--- config.mk ---
export PLATFORM = sky130hd
export DESIGN_NAME = cmp_force_unit
export DESIGN_NICKNAME = d
export VERILOG_FILES = /design/src/rtl/cmp_force_unit.sv
export SDC_FILE = /design/constraint.sdc
export NUM_CORES = 1
export LEC_CHECK = 0
export ABC_AREA = 1
export BUFFER_PORTS_ARGS = -buffer_cell sky130_fd_sc_hd__clkbuf_2
export CAP_MARGIN = 20
export CELL_PAD_IN_SITES_DETAIL_PLACEMENT = 1
export CELL_PAD_IN_SITES_GLOBAL_PLACEMENT = 1
export CORE_AREA = 3 3 164 166
export CTS_BUF_LIST = sky130_fd_sc_hd__clkbuf_8
export DETAILED_ROUTE_END_ITERATION = 8
export DIE_AREA = 0 0 167 169
export MAX_ROUTING_LAYER = met4
export PLACE_DENSITY = 0.86
export SYNTH_ARGS = -nofsm -noshare
export SYNTH_HDL_FRONTEND = slang
export SYNTH_SLANG_ARGS = --single-unit
export TNS_END_PERCENT = 20
--- constraint.sdc ---
create_clock -name clk -period 2.5 [get_ports clk]
set_clock_uncertainty 0.15 [all_clocks]
set_input_delay 0.25 -clock clk [delete_from_list [all_inputs] [get_ports clk]]
set_output_delay 0.25 -clock clk [all_outputs]
set_load 0.02 [all_outputs]
--- src/rtl/cmp_force_unit.sv ---
module cmp_force_unit #(
  parameter int CH = 8,
  parameter int TW = 16,
  parameter int AW = 5
) (
  input  logic          clk,
  input  logic          rst_n,
  input  logic          bus_wr,
  input  logic [AW-1:0] bus_addr,
  input  logic [TW-1:0] bus_wdata,
  output logic [TW-1:0] bus_rdata,
  output logic [CH-1:0] pins,
  output logic [CH-1:0] flags
);
  localparam logic [AW-1:0] A_TRIG = AW'(1);
  localparam logic [AW-1:0] A_SEL  = AW'(2);
  localparam logic [AW-1:0] A_LVL  = AW'(3);
  localparam logic [AW-1:0] A_ACT  = AW'(4);
  localparam logic [AW-1:0] A_FLAG = AW'(5);
  localparam logic [AW-1:0] A_WRAP = AW'(6);
  localparam logic [AW-1:0] A_CNT  = AW'(7);
  localparam int CMP_BASE = 8;
  localparam int LAST = CH - 1;

  logic [TW-1:0]   cnt;
  logic [TW-1:0]   cmp [CH];
  logic [2*CH-1:0] act;
  logic [CH-1:0]   mask, data7, flg, pin, pin_nx, hit, frc, clr;
  logic            wrap_en, ovf_ev, ev7;

  wire [TW-1:0] cnt_nx = cnt + 1'b1;

  assign frc    = (bus_wr && bus_addr == A_TRIG) ? bus_wdata[CH-1:0] : '0;
  assign clr    = (bus_wr && bus_addr == A_FLAG) ? bus_wdata[CH-1:0] : '0;
  assign ovf_ev = wrap_en && (&cnt);
  assign ev7    = hit[LAST] | frc[LAST] | ovf_ev;
  assign pins   = pin;
  assign flags  = flg;

  for (genvar x = 0; x < CH; x++) begin : g_ch
    logic [1:0] a;
    logic       own;
    assign a      = act[2*x +: 2];
    assign hit[x] = (cnt_nx == cmp[x]);
    always_comb begin
      case (a)
        2'b01:   own = ~pin[x];
        2'b10:   own = 1'b0;
        2'b11:   own = 1'b1;
        default: own = pin[x];
      endcase
    end
    assign pin_nx[x] = (ev7 && mask[x]) ? data7[x]
                     : ((hit[x] | frc[x]) ? own : pin[x]);
  end

  always_ff @(posedge clk or negedge rst_n) begin
    if (!rst_n) begin
      cnt     <= '0;
      pin     <= '0;
      flg     <= '0;
      mask    <= '0;
      data7   <= '0;
      act     <= '0;
      wrap_en <= 1'b0;
      for (int i = 0; i < CH; i++) cmp[i] <= '0;
    end else begin
      cnt <= cnt_nx;
      pin <= pin_nx;
      flg <= (flg & ~clr) | (hit & ~frc);
      if (bus_wr) begin
        if (bus_addr == A_SEL)  mask    <= bus_wdata[CH-1:0];
        if (bus_addr == A_LVL)  data7   <= bus_wdata[CH-1:0];
        if (bus_addr == A_ACT)  act     <= bus_wdata[2*CH-1:0];
        if (bus_addr == A_WRAP) wrap_en <= bus_wdata[0];
        for (int i = 0; i < CH; i++)
          if (bus_addr == AW'(CMP_BASE + i)) cmp[i] <= bus_wdata;
      end
    end
  end

  always_comb begin
    bus_rdata = '0;
    case (bus_addr)
      A_SEL:   bus_rdata = TW'(mask);
      A_LVL:   bus_rdata = TW'(data7);
      A_ACT:   bus_rdata = TW'(act);
      A_FLAG:  bus_rdata = TW'(flg);
      A_WRAP:  bus_rdata = TW'(wrap_en);
      A_CNT:   bus_rdata = cnt;
      default: bus_rdata = '0;
    endcase
    for (int i = 0; i < CH; i++)
      if (bus_addr == AW'(CMP_BASE + i)) bus_rdata = cmp[i];
  end
endmodule

==> results.md, run 1 <==
- Status: finished with violations
- Violated checks: setup timing
- Global routing usage on met1: between 40% and 50%
- Layout cell share with drive strength beyond 1: between 20% and 30%
- Max Fclk: around 340 MHz
- Total power: 0.00875 W
- Final min period: just under 3 ns
- TritonRoute pass-1 iters: 7
- P_sw: between 0.003 and 0.004 W
- Initial core utilization: a little over two fifths
- CP max FO: 7
- Via density: 6.08
- Routability cong.: around 1.0
- Syn_nets: 1543
- Later-pin clock latency in the skew report: roughly 0.52 ns
- Initial DRC Count: around 1500
- M3 GR Usage: 5.18%
- Net Sw Frac: around 39%
- Worst setup EP type: flop
- Post-Syn Area per Cell: 7.29 um^2
- Met2 usage: between 50% and 60%
- Most common cell in the synthesized netlist: nand2_1
- Clock power share: 26.9%
- CP max stage delay: between 0.4 and 0.5 ns
- Yosys top cell area share: between 40% and 50%
- Clock Tree Root: clkbuf_8
- FF+latch count, synth: roughly 190
- Fin crit share: 118%
- First-pass GRT wire length: around 72 mm
- Syn Inst Count: ~1500
- RSZ-0062 raised after global routing: yes
- Worst Hold Class: input port to flop
- Synthesized area: ~11000 um^2
- Post-route DRC: 0
- H-tree depth: 4
- Ranking of synthesized cells by area: dfrtp_1, nand2_1, o21ai_0
- Most frequent CP cell: nand2_1
- PnR worst setup slack: -0.443 ns
- Yosys warns: 0
- Endpoint of the worst hold path: cmp[11]$_DFFE_PN0P_
- Largest net degree at the start of global routing: 55
- P_leak: between 6 and 7 nW
- GRT Overall Usage: 33.5%
- Setup TNS: -6.36 ns
- Routed via count: approximately 13000
- Design area: 13900 um^2
- CTS buffer count: 17
- IO Port Bufs: 55
- CTS Sinks: roughly 190
- Die W: 167 um
- Worst hold path stage count: 3
- Fin. Hold Viols: 0
- Vias in the first global route: roughly 12000
- Register area share after synthesis: around 44%
- Internal Power: around 0.0054 W
- Hold Startpoint: bus_wdata[11]
- Mean routed wirelength per cell: between 20 and 25 um
- Num rows: just under 60
- Clk buf depth: 2
- Synth cell types: 39
- Ports: 56
- Combinational power share: 23.9%
- CTS tree: done
- PD cells: roughly 630 nW/um^2
- Total grt overflow: 0
- R2R Setup Slk: -0.44 ns
- Final Max Slew Viols: 0
- Clock-pin slew of the registers on the worst-case setup and hold paths: roughly 0.12 ns
- Slew margin rel.: between 60 and 70%
- Ant diodes: 0
- Dominant synthesized flop cell: dfrtp_1
- Drt total wl: about 51 mm
- CP max stage cell: dfrtp_1
- Slew @ Worst Pin: 0.598 ns
- Post-layout util: 54.1%
- Fin cells: approximately 2000
- Worst vdd ir: about 300 uV
- Synth area leader: dfrtp_1
- Area Growth Syn to Fin: 26.6%
- Core area: roughly 26000 um^2
- Arr. time, crit path: approximately 3.2 ns
- Number of synthesized flops with an enable pin: 0
- Final setup fails: 32
- Initial antenna violation count: 0
- Reg2reg end: pins[4]$_DFFE_PN0P_
- Die area: 28200 um^2
- Placed Cells: about 2000
- Top post-synthesis cells by count: nand2_1, o21ai_0, dfrtp_1
- Start of the worst register-to-register path: cnt[6]$_DFF_PN0_
- Hpwl dp: 32.5 mm
- Data required time of the critical path: roughly 2.8 ns
- Max-Cap Viols: 0
- Crit Path Category: flop to flop
- CP Cell Sequence: nand2_1 > nor2_2 > nand2_1 > nor2_2 > nand2_1 > nand2_4 > buf_4 > buf_4 > xnor2_1 > nor2_1 > nand3_2 > nand2_1 > nand2_1 > nand3_2 > nand3_1
- R2R depth: 15
- Layout Nets: between 1500 and 2000
- Sequential share of power: slightly below 50%
- Setup crit start kind: flop
- Post-DP Area: about 13000 um^2
- Synth async-reset ratio: 100%
- Die height: approximately 170 um
- Post-route ant nets: 0
- Busiest grt layer: met2
==> registers in the layout, summed over array words and instances, names as in the netlist <==
signal / flops
act: 16
cmp: 128
cnt: 16
data7: 8
flags: 8
mask: 8
pins: 8
wrap_en: 1
==> per-stage QoR <==
stage | setup WS [ns] | hold slack, ns
finish | -0.443 | 0.0374
global route | -0.549 | 0.0652
CTS | -0.199 | 0.0315
detailed placement | -0.523 | 0.0776
global placement | -0.338 | 0.0759
floorplan | 0.175 | -0.196
==> critical path, delay by kind of cell (launching register included) <==
family / cells / cell delay (ns)
AND/OR/NAND/NOR: 12 / 1.90
buffers and inverters: 2 / 0.24
XOR/XNOR: 1 / 0.08
flip-flops: 1 / 0.48
==> worst max-delay path by stage <==
stage | startpoint | cells after the start | end
global placement | cnt[0]$_DFF_PN0_ | 17 | pins[6]$_DFFE_PN0P_
CTS | cnt[4]$_DFF_PN0_ | 11 | bus_rdata[4]
finish | cnt[6]$_DFF_PN0_ | 15 | pins[4]$_DFFE_PN0P_
floorplan | cnt[1]$_DFF_PN0_ | 16 | pins[0]$_DFFE_PN0P_
global route | cnt[6]$_DFF_PN0_ | 14 | pins[4]$_DFFE_PN0P_
detailed placement | cnt[2]$_DFF_PN0_ | 17 | pins[6]$_DFFE_PN0P_
==> cell families after synthesis <==
group	after synthesis	synth area share, %
AOI/OAI and AO/OA	253	12.2
DFF	193	43.9
buffers and inverters	205	7.20
and+or+nand+nor	783	29.9
adders and majority gates	9	1.02
xor gates and xnor gates	67	5.86
==> routing by layer <==
| layer | vias to the layer above | wire [um] |
|---|---|---|
| met5 | - | 0 |
| met1 | 6118 | 19900 |
| met2 | 845 | 23100 |
| li1 | 5246 | - |
| met4 | 0 | 3560 |
| met3 | 300 | 4340 |
==> power by group through the flow <==
stage | Sequential (W) | Clock, W | Combinational (W)
2_1_floorplan | 0.00417 | 0 | 0.00112
3_5_place_dp | 0.00430 | 0 | 0.00181
6_report | 0.00431 | 0.00235 | 0.00209
5_1_grt | 0.00437 | 0.00248 | 0.00230
4_1_cts | 0.00425 | 0.00230 | 0.00191
3_3_place_gp | 0.00426 | 0 | 0.00170
==> layout by cell type (no fill, tap or decap), types with 25 or more instances in the layout <==
cell type / instances
clkbuf_2: 48
dfrtp_1: 188
nand2_2: 25
nand4_1: 34
nand2_1: 471
nand3_1: 80
inv_1: 135
o21ai_0: 191
nor2_1: 87
xor2_1: 38
buf_4: 161
==> what timing repair did <==
| item | CTS | global route |
|---|---|---|
| pin swaps | 24 | 44 |
| hold buffers | 1 | 0 |
| setup endpoints to repair | 32 | 31 |
| gates resized for setup | 76 | 96 |
| hold endpoints to repair | 163 | 0 |
| buffers inserted | 20 | 14 |
| gates cloned | 1 | 0 |
==> cell type report <==
type	instances	area, um^2
Timing Repair Buffer	236	1840
Tap cell	335	419
Sequential cell	193	4840
Inverter	149	578
Clock inverter	15	186
Multi-Input combinational cell	1113	5840
Fill cell	3174	11800
Clock buffer	17	234
Power figures use the tool's default switching activity.
==> run 2: changes to the inputs <==
Settings changed: CORE_AREA 3 3 164 166 to 3 3 151 153, DIE_AREA 0 0 167 169 to 0 0 154 156, PLACE_DENSITY 0.86 to 0.95.
Clock period 2.5 ns to 3.7 ns, I/O delays scaled along.
==> results.md, run 2 (same netlist as run 1, synthesis figures left out) <==
- Routed via count: ~11000
- Drt total wl: roughly 42 mm
- Vias in the first global route: 11700
- Via density: roughly 6.0
- Placed Cells: 1812
- Critical Path Start: cnt[0]$_DFF_PN0_
- Worst setup EP type: flop
- Ports: between 50 and 60
- Sequential share of power: 52.8%
- Layout cell share with drive strength beyond 1: 9.65%
- Start of the worst register-to-register path: cnt[0]$_DFF_PN0_
- GRT Overall Usage: between 30% and 40%
- Most frequent CP cell: nand2_1
- Worst hold slack: roughly 0.11 ns
- Slew margin rel.: between 50 and 60%
- Routability cong.: 1.05
- PostCTS Resize Cnt: 0
- Die W: approximately 150 um
- H-tree depth: 4
- Mean routed wirelength per cell: between 20 and 25 um
- Most frequent cells in the layout: nand2_1, o21ai_0, dfrtp_1
- Clock power share: approximately a quarter
- TritonRoute pass-1 iters: 5
- PD cells: about 450 nW/um^2
- CTS Sinks: about 190
- Setup crit start kind: flop
- CTS tree: done
- Post-layout util: a little under three fifths
- Fin crit share: 93.8%
- Max Fclk: between 200 and 300 MHz
- Most common cell after layout, fill and taps aside: nand2_1
- Combinational power share: approximately 22%
- Fin. Hold Viols: 0
- Setup TNS: 0 ns
- Net Sw Frac: 37.1%
- CP Cell Sequence: ha_1 > nand2_1 > nor2_2 > nand4_1 > nand2_2 > nand2_1 > nand2_1 > nand3_1 > nor2_1 > nand3_2 > nand3_4 > nand2_1 > nand3_1 > nand3_1
- Status: completed
- Hpwl dp: 30.6 mm
- CTS buffer count: 17
- Clock-pin slew of the registers on the worst-case setup and hold paths: between 0.1 and 0.15 ns
- RSZ-0062 raised after global routing: no
- Final min period: 3.47 ns
- Fin cells: between 1500 and 2000
- Num rows: 54
- P_sw: 0.00203 W
- Layout Nets: around 1600
- Initial core utilization: 50.7%
- Die area: approximately 24000 um^2
- Post-route DRC: 0
- CP max FO: 16
- Post-DP Area: approximately 12000 um^2
- Total grt overflow: 0
- Core area: between 20000 and 25000 um^2
- Biggest regs: cmp: 128 flops, act: 16 flops, cnt: 16 flops
- Worst Hold Class: input port to flop
- Top reg by flops: cmp
- Largest net degree at the start of global routing: 74
- Initial antenna violation count: 0
- Die height: 156 um
- Crit Path Category: flop to flop
- First-pass GRT wire length: between 60 and 70 mm
- Design area: between 10000 and 15000 um^2
- Clk buf depth: 2
- P_leak: approximately 5.8 nW
- Area Growth Syn to Fin: 9.31%
- Largest register FFs: between 100 and 150
- Data required time of the critical path: 3.95 ns
- Post-route ant nets: 0
- IO Port Bufs: between 50 and 60
- CP max stage cell: dfrtp_1
- Clock Tree Root: clkbuf_8
- Later-pin clock latency in the skew report: ~0.5 ns
- Internal Power: around 0.0034 W
- Final setup fails: 0
- Final Max Slew Viols: 0
- Max-Cap Viols: 0
- Ant diodes: 0
- Hold Startpoint: bus_wdata[15]
- Worst vdd ir: about 280 uV
- Initial DRC Count: 1000
- Slew @ Worst Pin: ~0.74 ns
- Arr. time, crit path: about 3.7 ns
- CP max stage delay: about 0.47 ns
## run 2: critical path: cells and delay by family, from the launching register on
family / cells / cell delay [ns]
flip-flops: 1 / 0.47
AND/OR/NAND/NOR: 13 / 2.34
adder cells (fa/ha/maj): 1 / 0.42
## run 2: area by class of cell
class | count | area (um^2)
Tap cell | 280 | 350
Multi-Input combinational cell | 1112 | 5380
Fill cell | 2817 | 9660
Clock inverter | 12 | 98.8
Clock buffer | 19 | 262
Sequential cell | 193 | 4830
Inverter | 149 | 559
Timing Repair Buffer | 80 | 547
## run 2: power by group through the flow
| stage | Clock, W | Sequential [W] | Combinational (W) |
|---|---|---|---|
| after CTS | 0.00137 | 0.00288 | 0.00120 |
| final | 0.00138 | 0.00289 | 0.00120 |
| after global placement | 0 | 0.00289 | 0.00110 |
| after detailed placement | 0 | 0.00291 | 0.00119 |
| after floorplan | 0 | 0.00282 | 0.000755 |
| after global routing | 0.00147 | 0.00294 | 0.00136 |
## run 2: what timing repair did
item                                   CTS  global route
endpoints found under the hold margin   70             0
setup buffers                            0             0
hold buffers                             1             0
## run 2: final timing paths
| check | to | slack [ns] | cells past startpoint |
|---|---|---|---|
| setup / recovery | pins[4]$_DFFE_PN0P_ | 0.23 | 14 |
| hold / removal | cmp[127]$_DFFE_PN0P_ | 0.11 | 3 |
| setup reg to reg | pins[4]$_DFFE_PN0P_ | 0.23 | 14 |
| hold reg to reg | cmp[23]$_DFFE_PN0P_ | 0.35 | 2 |
| max in group asynchronous | cmp[15]$_DFFE_PN0P_ | 2.15 | 3 |
| min in group asynchronous | pins[1]$_DFFE_PN0P_ | 0.29 | 2 |
## run 2: routing by layer
layer  GRT usage (%)  part of all wire [%]  vias up
met5               -                     0        -
met4            15.8                   4.8        0
met3            6.96                   7.5      158
met2            59.0                    48      501
met1            44.1                    39     5455
li1                -                     -     4940
## run 2: per-stage QoR
stage,setup WS [ns],power (W)
after detailed placement,0.383,0.00410
after global routing,0.0614,0.00577
after CTS,0.370,0.00544
final,0.228,0.00547
after floorplan,1.37,0.00357
after global placement,0.549,0.00398
